==> src/rtl/ecc10_pkg.sv <==
package ecc10_pkg;
  parameter int SYM_W  = 10;
  parameter int N_SYM  = 8;
  parameter int WORD_W = 32;
  parameter int HALF_W = 16;
  parameter int BYTE_W = 8;
  parameter int N_WORD = N_SYM / 2;
  parameter int STREAM_W = SYM_W * N_SYM;
  parameter int N_BYTE = STREAM_W / BYTE_W;

  typedef enum logic [1:0] {
    UP_IDLE = 2'd0,
    UP_FILL = 2'd1,
    UP_EMIT = 2'd2
  } unpack_state_e;
endpackage

==> src/rtl/ecc10_word_unfold.sv <==
module ecc10_word_unfold
  import ecc10_pkg::*;
(
  input  logic [N_WORD*WORD_W-1:0] words_i,
  output logic [STREAM_W-1:0]      stream_o
);
  // symbol k lives in word k/2, low or high half
  for (genvar k = 0; k < N_SYM; k++) begin : g_sym
    localparam int WI = k / 2;
    localparam int LO = WI * WORD_W + (k % 2) * HALF_W;
    assign stream_o[k*SYM_W +: SYM_W] = words_i[LO +: SYM_W];
  end

  logic unused_bits;
  assign unused_bits = ^words_i;
endmodule

==> src/rtl/ecc10_pack_seq.sv <==
module ecc10_pack_seq
  import ecc10_pkg::*;
(
  input  logic                clk_i,
  input  logic                rst_ni,
  input  logic                start_i,
  input  logic [STREAM_W-1:0] stream_i,
  output logic [BYTE_W-1:0]   out_byte_o,
  output logic                out_valid_o,
  input  logic                out_ready_i,
  output logic                done_o,
  output logic                busy_o
);
  localparam int CNT_W = $clog2(N_BYTE);
  localparam logic [CNT_W-1:0] LAST = CNT_W'(N_BYTE - 1);

  logic [STREAM_W-1:0] sh_q;
  logic [CNT_W-1:0]    cnt_q;
  logic                act_q;
  logic                fire;

  assign fire        = act_q & out_ready_i;
  assign out_byte_o  = sh_q[BYTE_W-1:0];
  assign out_valid_o = act_q;
  assign busy_o      = act_q;
  assign done_o      = fire & (cnt_q == LAST);

  always_ff @(posedge clk_i or negedge rst_ni) begin
    if (!rst_ni) begin
      sh_q  <= '0;
      cnt_q <= '0;
      act_q <= 1'b0;
    end else if (start_i && !act_q) begin
      sh_q  <= stream_i;
      cnt_q <= '0;
      act_q <= 1'b1;
    end else if (fire) begin
      sh_q  <= sh_q >> BYTE_W;
      cnt_q <= cnt_q + 1'b1;
      if (cnt_q == LAST) act_q <= 1'b0;
    end
  end

  assert_byte_hold_R7: assert property (@(posedge clk_i) disable iff (!rst_ni)
    out_valid_o && !out_ready_i |=> out_valid_o && $stable(out_byte_o));

  assert_cnt_range_R4: assert property (@(posedge clk_i) disable iff (!rst_ni)
    act_q |-> cnt_q <= LAST);
endmodule

==> src/rtl/ecc10_unpack_seq.sv <==
module ecc10_unpack_seq
  import ecc10_pkg::*;
(
  input  logic                     clk_i,
  input  logic                     rst_ni,
  input  logic                     start_i,
  input  logic [BYTE_W-1:0]        in_byte_i,
  input  logic                     in_valid_i,
  output logic                     in_ready_o,
  output logic [SYM_W-1:0]         sym_o,
  output logic [$clog2(N_SYM)-1:0] sym_idx_o,
  output logic                     sym_valid_o,
  input  logic                     sym_ready_i,
  output logic                     done_o,
  output logic                     busy_o
);
  localparam int CNT_W = $clog2(N_BYTE);
  localparam int IDX_W = $clog2(N_SYM);
  localparam logic [CNT_W-1:0] LAST_B = CNT_W'(N_BYTE - 1);
  localparam logic [IDX_W-1:0] TOP_S  = IDX_W'(N_SYM - 1);

  unpack_state_e       st_q;
  logic [STREAM_W-1:0] sh_q;
  logic [CNT_W-1:0]    cnt_q;
  logic [IDX_W-1:0]    idx_q;
  logic                take, give;

  assign in_ready_o  = (st_q == UP_FILL);
  assign sym_valid_o = (st_q == UP_EMIT);
  assign take        = in_ready_o & in_valid_i;
  assign give        = sym_valid_o & sym_ready_i;
  assign sym_o       = sh_q[STREAM_W-1 -: SYM_W];
  assign sym_idx_o   = idx_q;
  assign busy_o      = (st_q != UP_IDLE);
  assign done_o      = give & (idx_q == '0);

  always_ff @(posedge clk_i or negedge rst_ni) begin
    if (!rst_ni) begin
      st_q  <= UP_IDLE;
      sh_q  <= '0;
      cnt_q <= '0;
      idx_q <= '0;
    end else begin
      unique case (st_q)
        UP_IDLE: if (start_i) begin
          st_q  <= UP_FILL;
          cnt_q <= '0;
        end
        UP_FILL: if (take) begin
          // first byte drifts down to bits 7:0 after all bytes arrive
          sh_q  <= {in_byte_i, sh_q[STREAM_W-1:BYTE_W]};
          cnt_q <= cnt_q + 1'b1;
          if (cnt_q == LAST_B) begin
            st_q  <= UP_EMIT;
            idx_q <= TOP_S;
          end
        end
        UP_EMIT: if (give) begin
          sh_q  <= sh_q << SYM_W;
          idx_q <= idx_q - 1'b1;
          if (idx_q == '0) st_q <= UP_IDLE;
        end
        default: st_q <= UP_IDLE;
      endcase
    end
  end

  assert_sym_hold_R7: assert property (@(posedge clk_i) disable iff (!rst_ni)
    sym_valid_o && !sym_ready_i |=> sym_valid_o && $stable(sym_o) && $stable(sym_idx_o));

  assert_idx_down_R6: assert property (@(posedge clk_i) disable iff (!rst_ni)
    give && (idx_q != '0) |=> sym_valid_o && (sym_idx_o == $past(idx_q) - 1'b1));

  assert_fill_to_emit_R5: assert property (@(posedge clk_i) disable iff (!rst_ni)
    take && (cnt_q == LAST_B) |=> sym_valid_o && !in_ready_o && (sym_idx_o == TOP_S));
endmodule

==> src/rtl/ecc10_byte_packer.sv <==
module ecc10_byte_packer
  import ecc10_pkg::*;
(
  input  logic                     clk_i,
  input  logic                     rst_ni,
  input  logic                     start_i,
  input  logic                     mode_i,
  input  logic [N_WORD*WORD_W-1:0] words_i,
  output logic [BYTE_W-1:0]        out_byte_o,
  output logic                     out_valid_o,
  input  logic                     out_ready_i,
  input  logic [BYTE_W-1:0]        in_byte_i,
  input  logic                     in_valid_i,
  output logic                     in_ready_o,
  output logic [SYM_W-1:0]         sym_o,
  output logic [$clog2(N_SYM)-1:0] sym_idx_o,
  output logic                     sym_valid_o,
  input  logic                     sym_ready_i,
  output logic                     done_o,
  output logic                     busy_o
);
  logic [STREAM_W-1:0] stream;
  logic start_ok, start_pk, start_up;
  logic pk_done, pk_busy, up_done, up_busy;

  assign start_ok = start_i & ~busy_o;
  assign start_pk = start_ok & ~mode_i;
  assign start_up = start_ok & mode_i;
  assign busy_o   = pk_busy | up_busy;
  assign done_o   = pk_done | up_done;

  ecc10_word_unfold u_unfold (
    .words_i  (words_i),
    .stream_o (stream)
  );

  ecc10_pack_seq u_pack (
    .clk_i       (clk_i),
    .rst_ni      (rst_ni),
    .start_i     (start_pk),
    .stream_i    (stream),
    .out_byte_o  (out_byte_o),
    .out_valid_o (out_valid_o),
    .out_ready_i (out_ready_i),
    .done_o      (pk_done),
    .busy_o      (pk_busy)
  );

  ecc10_unpack_seq u_unpack (
    .clk_i       (clk_i),
    .rst_ni      (rst_ni),
    .start_i     (start_up),
    .in_byte_i   (in_byte_i),
    .in_valid_i  (in_valid_i),
    .in_ready_o  (in_ready_o),
    .sym_o       (sym_o),
    .sym_idx_o   (sym_idx_o),
    .sym_valid_o (sym_valid_o),
    .sym_ready_i (sym_ready_i),
    .done_o      (up_done),
    .busy_o      (up_busy)
  );

  assert_start_busy_R2: assert property (@(posedge clk_i) disable iff (!rst_ni)
    start_i && !busy_o |=> busy_o);

  assert_mode_kept_R2: assert property (@(posedge clk_i) disable iff (!rst_ni)
    busy_o && $past(busy_o) |-> $stable(pk_busy) || $fell(pk_busy) || $fell(up_busy));

  assert_done_idle_R8: assert property (@(posedge clk_i) disable iff (!rst_ni)
    done_o |=> !busy_o);

  assert_port_excl_R9: assert property (@(posedge clk_i) disable iff (!rst_ni)
    $onehot0({out_valid_o, in_ready_o, sym_valid_o}));

  assert_idle_quiet_R9: assert property (@(posedge clk_i) disable iff (!rst_ni)
    !busy_o |-> !in_ready_o && !out_valid_o && !sym_valid_o);
endmodule

==> config.mk <==
export PLATFORM = sky130hd
export DESIGN_NAME = ecc10_byte_packer
export DESIGN_NICKNAME = d
export VERILOG_FILES = /design/src/rtl/ecc10_pkg.sv /design/src/rtl/ecc10_word_unfold.sv /design/src/rtl/ecc10_pack_seq.sv /design/src/rtl/ecc10_unpack_seq.sv /design/src/rtl/ecc10_byte_packer.sv
export SDC_FILE = /design/constraint.sdc
export NUM_CORES = 1
export LEC_CHECK = 0
export BUFFER_PORTS_ARGS = -buffer_cell sky130_fd_sc_hd__buf_2
export CAP_MARGIN = 20
export CORE_UTILIZATION = 25
export CTS_BUF_LIST = sky130_fd_sc_hd__clkbuf_16
export CTS_CLUSTER_DIAMETER = 200
export DETAILED_ROUTE_END_ITERATION = 10
export SETUP_SLACK_MARGIN = 0.02
export SYNTH_ARGS = -nofsm -noshare
export SYNTH_HDL_FRONTEND = slang
export SYNTH_SLANG_ARGS = --single-unit
==> constraint.sdc <==
create_clock -name clk_i -period 2.35 [get_ports clk_i]
set_input_delay 0.1175 -clock clk_i [delete_from_list [all_inputs] [get_ports clk_i]]
set_output_delay 0.1175 -clock clk_i [all_outputs]
set_load 0.1 [all_outputs]
==> Word-level counts from Yosys, hierarchy flattened <==
Index checks and enable logic that the tools add are counted.
{ "totals": {"latch_bits": 0, "n_memories": 0, "in_bits": 143, "reg_bits": 174, "mem_bits_ro": 0, "ram_bits": 0, "output_inout_bits": 26} }
{ "classes": {"reduce_logical": 14, "n_mul": 0, "shifts": 0, "muxes": 23, "eq_ne": 9, "bitwise_logic": 12, "n_div": 0, "n_lt_le_gt_ge": 0, "n_addsub": 3} }
{ "ops": {"columns": ["op", "count"], "rows": [
  ["2-to-1 mux 80 bit", 4],
  ["one-hot mux 80 bit (2 select lines)", 1],
  ["2-to-1 mux 4 bit", 4],
  ["2-to-1 mux 2 bit", 5],
  ["inequality test 2 bit, second input constant", 5],
  ["nonzero test 2 bit", 5],
  ["2-to-1 mux 3 bit", 3],
  ["adder 4 x 1 -> 4 bit, second input constant", 2],
  ["bitwise AND 1 bit", 8],
  ["equality test 4 bit, second input constant", 2],
  ["one-hot mux 4 bit (2 select lines)", 1],
  ["one-hot mux 2 bit (3 select lines)", 1],
  ["one-hot mux 3 bit (2 select lines)", 1],
  ["AND reduction 3 bit", 2],
  ["AND reduction 5 bit", 1],
  ["AND reduction 4 bit", 1],
  ["zero test 3 bit", 1],
  ["2-to-1 mux 1 bit", 3],
  ["subtractor 3 x 1 -> 3 bit, second input constant", 1],
  ["equality test 2 x 1 -> 1 bit, second input constant", 1],
  ["equality test 2 bit, second input constant", 1],
  ["zero test 2 bit", 1],
  ["inverter 1 bit", 2],
  ["bitwise OR 1 bit", 2],
  ["3 further kinds", 3]
]} }

==> Depth between registers and ports, before layout <==
{ "logic_depth": {"depth_word": 8, "mapped_depth": 7, "mapped_depth_nobuf": 5} }

==> By module <==
Synthesis repeated with hierarchy kept, for this count alone.
{ "unflattened": {"cells_unflattened": 764, "hier_area_um2": 9011.1} }
{ "by_module_without_submodules": {"columns": ["module", "cells_per_inst", "n_inst", "area_each_um2"], "rows": [
  ["ecc10_unpack_seq", 314, 1, 4508.1],
  ["ecc10_pack_seq", 366, 1, 3862.5],
  ["ecc10_word_unfold", 80, 1, 600.6],
  ["ecc10_byte_packer", 4, 1, 40.0]
]} }

==> Worst setup path after synthesis <==
Ideal clock, no wire load.
{ "synth_timing": {"path_type": "reg-to-output", "from": "register u_pack.act_q, in the netlist u_pack.busy_o", "to": "output done_o", "arrival_time_ns": 2.571, "required_ns": 2.233, "path_buffers": 2, "slack_ns": -0.339, "path_stages_with_launch": 6, "cell_sequence": "dfrtp_1 -> clkbuf_1 -> nand2_1 -> buf_2 -> nor3_1 -> a41o_1"} }
{ "synth_between": {"elab_chain_len": 3} }
{ "synth_lines": {"columns": ["item", "line_no", "source"], "rows": [
  ["start, declared", "ecc10_pack_seq.sv:19", "logic act_q;"],
  ["start signal, assigned", "ecc10_pack_seq.sv:32", "act_q <= 1'b0;"],
  ["start signal, assigned", "ecc10_pack_seq.sv:36", "act_q <= 1'b1;"],
  ["start signal, assigned", "ecc10_pack_seq.sv:40", "if (cnt_q == LAST) act_q <= 1'b0;"],
  ["bitwise AND 1 bit", "ecc10_pack_seq.sv:22", "assign fire = act_q & out_ready_i;"],
  ["bitwise AND 1 bit", "ecc10_pack_seq.sv:26", "assign done_o = fire & (cnt_q == LAST);"],
  ["bitwise OR 1 bit", "ecc10_byte_packer.sv:30", "assign done_o = pk_done | up_done;"],
  ["end, declared", "ecc10_byte_packer.sv:19", "output logic done_o,"]
]} }
Every way passes these cells.

==> Worst setup path in the final report <==
Same ends and word-level chain as after synthesis.

==> impl_metrics.ini <==
[drt]
vias = 6400
wl_per_cell_microns = 15.20
vias_per_cell = 4.658
drt-pass1-iter-count = 5
drt_wl_total_microns = 20880
drtAntennaViolNets = 0
drcViolationCount = 0
drtIter0Drc = 438

[timing]
final.setup_skew_ns = 0.01013
setup_slack_ns = 0.3487
fin_crit_sh_pct = 85.16
holdWs_ns = 0.04047
setup_viol = 0
finalMaxSlewViolations = 0
rsz0062_at_grt = no
setup-tns-final_ns = 0
finalHoldViolations = 0
relSlewSlack_pct = 59.37
fmax_ghz = 0.4997
worst_pin_slew_ns = 0.6095
period_minus_slack_ns = 2.001

[logic_synthesis]
synthArstFlopShare_pct = 100.0
postSynthAreaPerCell_sq_um = 10.89
ys.flop_type = dfrtp_1
ys_types = 39
synthCells = 760
ys_seq_elements = 174
yosysWarnings = 0
synth-edff-count = 0
syn_area_sq_mm = 0.008275
yosysSeqAreaShare_pct = 52.62
synth_nets = 909

[die]
rows = 66
die_width_microns = 183.9
core_sq_mm = 0.03254
fp.dieH_microns = 183.9
start_util_pct = 25.43
die-area_sq_mm = 0.03383
io_pins = 169

[critical_path]
path_class = flip-flop to output port
crit_chain = buf_4 -> nand2_4 -> nor3_1 -> a41o_2 -> buf_12
crit_family = simple AND/OR/NAND/NOR gates
slowest_delay_ns = 0.39
worstPathRequired_ns = 2.23
critPathMaxFanout = 17
end_kind = output port
start_kind = flip-flop
slowest_stage = dfrtp_2
arrival_ns = 1.88
path_buf_inv = 2

[placement]
port_buffers = 120
dpl_worst_slack_ns = 0.3800
place_hpwl_microns = 12740
gp_congestion = 0.7159

[final_layout]
area_growth_syn_to_layout_pct = 30.06
final_layout_size_suffix_gt1_share_pct = 22.88
layout_common_cells = dfrtp_1, mux2i_1, buf_2, dlygate4sd3_1, nand3_1
n_fill_cell = 3306
utilization_pct = 33.08
layout_commonest_cell = dfrtp_1
fin_nets = 1067

[clock_network]
cts.sinks = 174
insertion_delay_ns = 0.44
postCtsSetupBuffers = 0
cts.hold.buffers_added = 81
cts_tree = yes
htree_num_levels = 4
cts_inserted_buffers = 17
path_clk_slew_ns = 0.07
clk_path_buf_depth = 2
post_cts_resized = 0
root_buffer = clkbuf_16

[grt]
grt_max_degree = 62
grt_antenna_before_repair = 1
grt_pass1_vias = 6436
grt_overflow = 0
grt_pass1_wl_microns = 34030
grt_usage_pct = 12.63

[status]
status = completed

[power]
total_power_mw = 13.03
irDropWorstVdd_uv = 793.6
power_density_mw_per_mm2 = 1211
p_leak_nw = 4.677

[min_path]
hold_class = input pin to flip-flop

[flow_run]
cap_viol_max_count = 0
flip-flops by register name (all words and copies together) (netlist names):
signal and flops:
u_unpack.st_q 2, u_unpack.sh_q 80, u_pack.busy_o 1, u_pack.sh_q 80, u_pack.cnt_q 4, u_unpack.cnt_q 4
u_unpack.sym_idx_o 3
report_power, final:
part / internal [mW] / total [mW] / switching (mW) / leakage [nW]
Sequential: 4.27 / 5.22 / 0.953 / 2.07
Combinational: 1.76 / 4.74 / 2.98 / 2.31
Clock: 1.80 / 3.06 / 1.26 / 0.304
Total: 7.83 / 13.0 / 5.20 / 4.68
synth_stat cells (all sizes together) (2+ instances only):
| master | n | share of area (%) |
|---|---|---|
| inv | 8 | 0.36 |
| and3 | 12 | 0.91 |
| o22ai | 2 | 0.15 |
| mux2i | 118 | 14 |
| dfrtp | 174 | 53 |
| nand2 | 13 | 0.59 |
| ha | 6 | 0.91 |
| o21ai | 72 | 4.4 |
| nand3 | 73 | 4.4 |
| a21oi | 62 | 3.7 |
| and3b | 3 | 0.32 |
| and2 | 3 | 0.23 |
| nand2b | 3 | 0.23 |
| mux2 | 28 | 3.8 |
| clkbuf | 30 | 1.4 |
| nor3 | 57 | 3.4 |
| a221o | 11 | 1.3 |
| or3 | 4 | 0.30 |
| nor2 | 5 | 0.26 |
| a22o | 11 | 1.2 |
| buf | 53 | 3.9 |
metrics by stage:
stage	area [sq um]	instances
5_1_grt	10760	1373
4_1_cts	10760	1373
3_3_place_gp	9314	1260
2_1_floorplan	8278	760
3_5_place_dp	9314	1260
6_report	10760	1374
final cells by class:
cell class                      instances  area, sq um  area share [%]
Sequential cell                       174         4355           40.47
Multi-Input combinational cell        495         3481           32.34
Timing Repair Buffer                  222         1705           15.85
Tap cell                              442        553.0           5.138
Clock buffer                           17        425.4           3.953
Clock inverter                         15        210.2           1.953
Inverter                                8        30.03          0.2790
Antenna cell                            1        2.502         0.02325
worst paths after layout:
check	from	depth (start not counted)	slack (ns)	endpoint
min in group asynchronous	rst_ni	2	0.24	u_unpack.sh_q[64]$_DFFE_PN0P_
worst min-delay path	in_byte_i[6]	3	0.04	u_unpack.sh_q[78]$_DFFE_PN0P_
worst min register to register	u_unpack.sh_q[5]$_DFFE_PN0P_	1	0.50	u_unpack.sh_q[5]$_DFFE_PN0P_
max in group asynchronous	rst_ni	3	1.39	u_pack.sh_q[28]$_DFFE_PN0P_
worst max-delay path	u_pack.busy_o$_DFFE_PN0P_	5	0.35	done_o
worst max register to register	u_unpack.st_q[0]$_DFFE_PN0P_	4	0.42	u_pack.sh_q[66]$_DFFE_PN0P_
worst reg2reg max path, stage by stage (launching register included):
cell	delay, ns
dfrtp_1	0.48
nor4b_4	0.55
and2_2	0.27
buf_4	0.33
o21ai_0	0.17
kinds of logic after synthesis:
family / count (synthesis) / share of synthesized area (%)
buf+inv: 91 / 5.594
mux: 146 / 18.08
fa+ha+maj: 6 / 0.9071
compound gates: 163 / 11.26
xor+xnor: 2 / 0.2117
simple gates: 178 / 11.32
flops: 174 / 52.62
routing by layer:
| layer | up-vias | wire length, microns | GRT usage, % |
|---|---|---|---|
| met2 | 113 | 10310 | 20.47 |
| met4 | 2 | 341 | 4.533 |
| met3 | 30 | 542 | 2.575 |
| met5 | - | 11 | 0 |
| li1 | 3060 | - | - |
| met1 | 3195 | 9682 | 16.59 |
No activity file was read; power rests on OpenSTA's default activity.
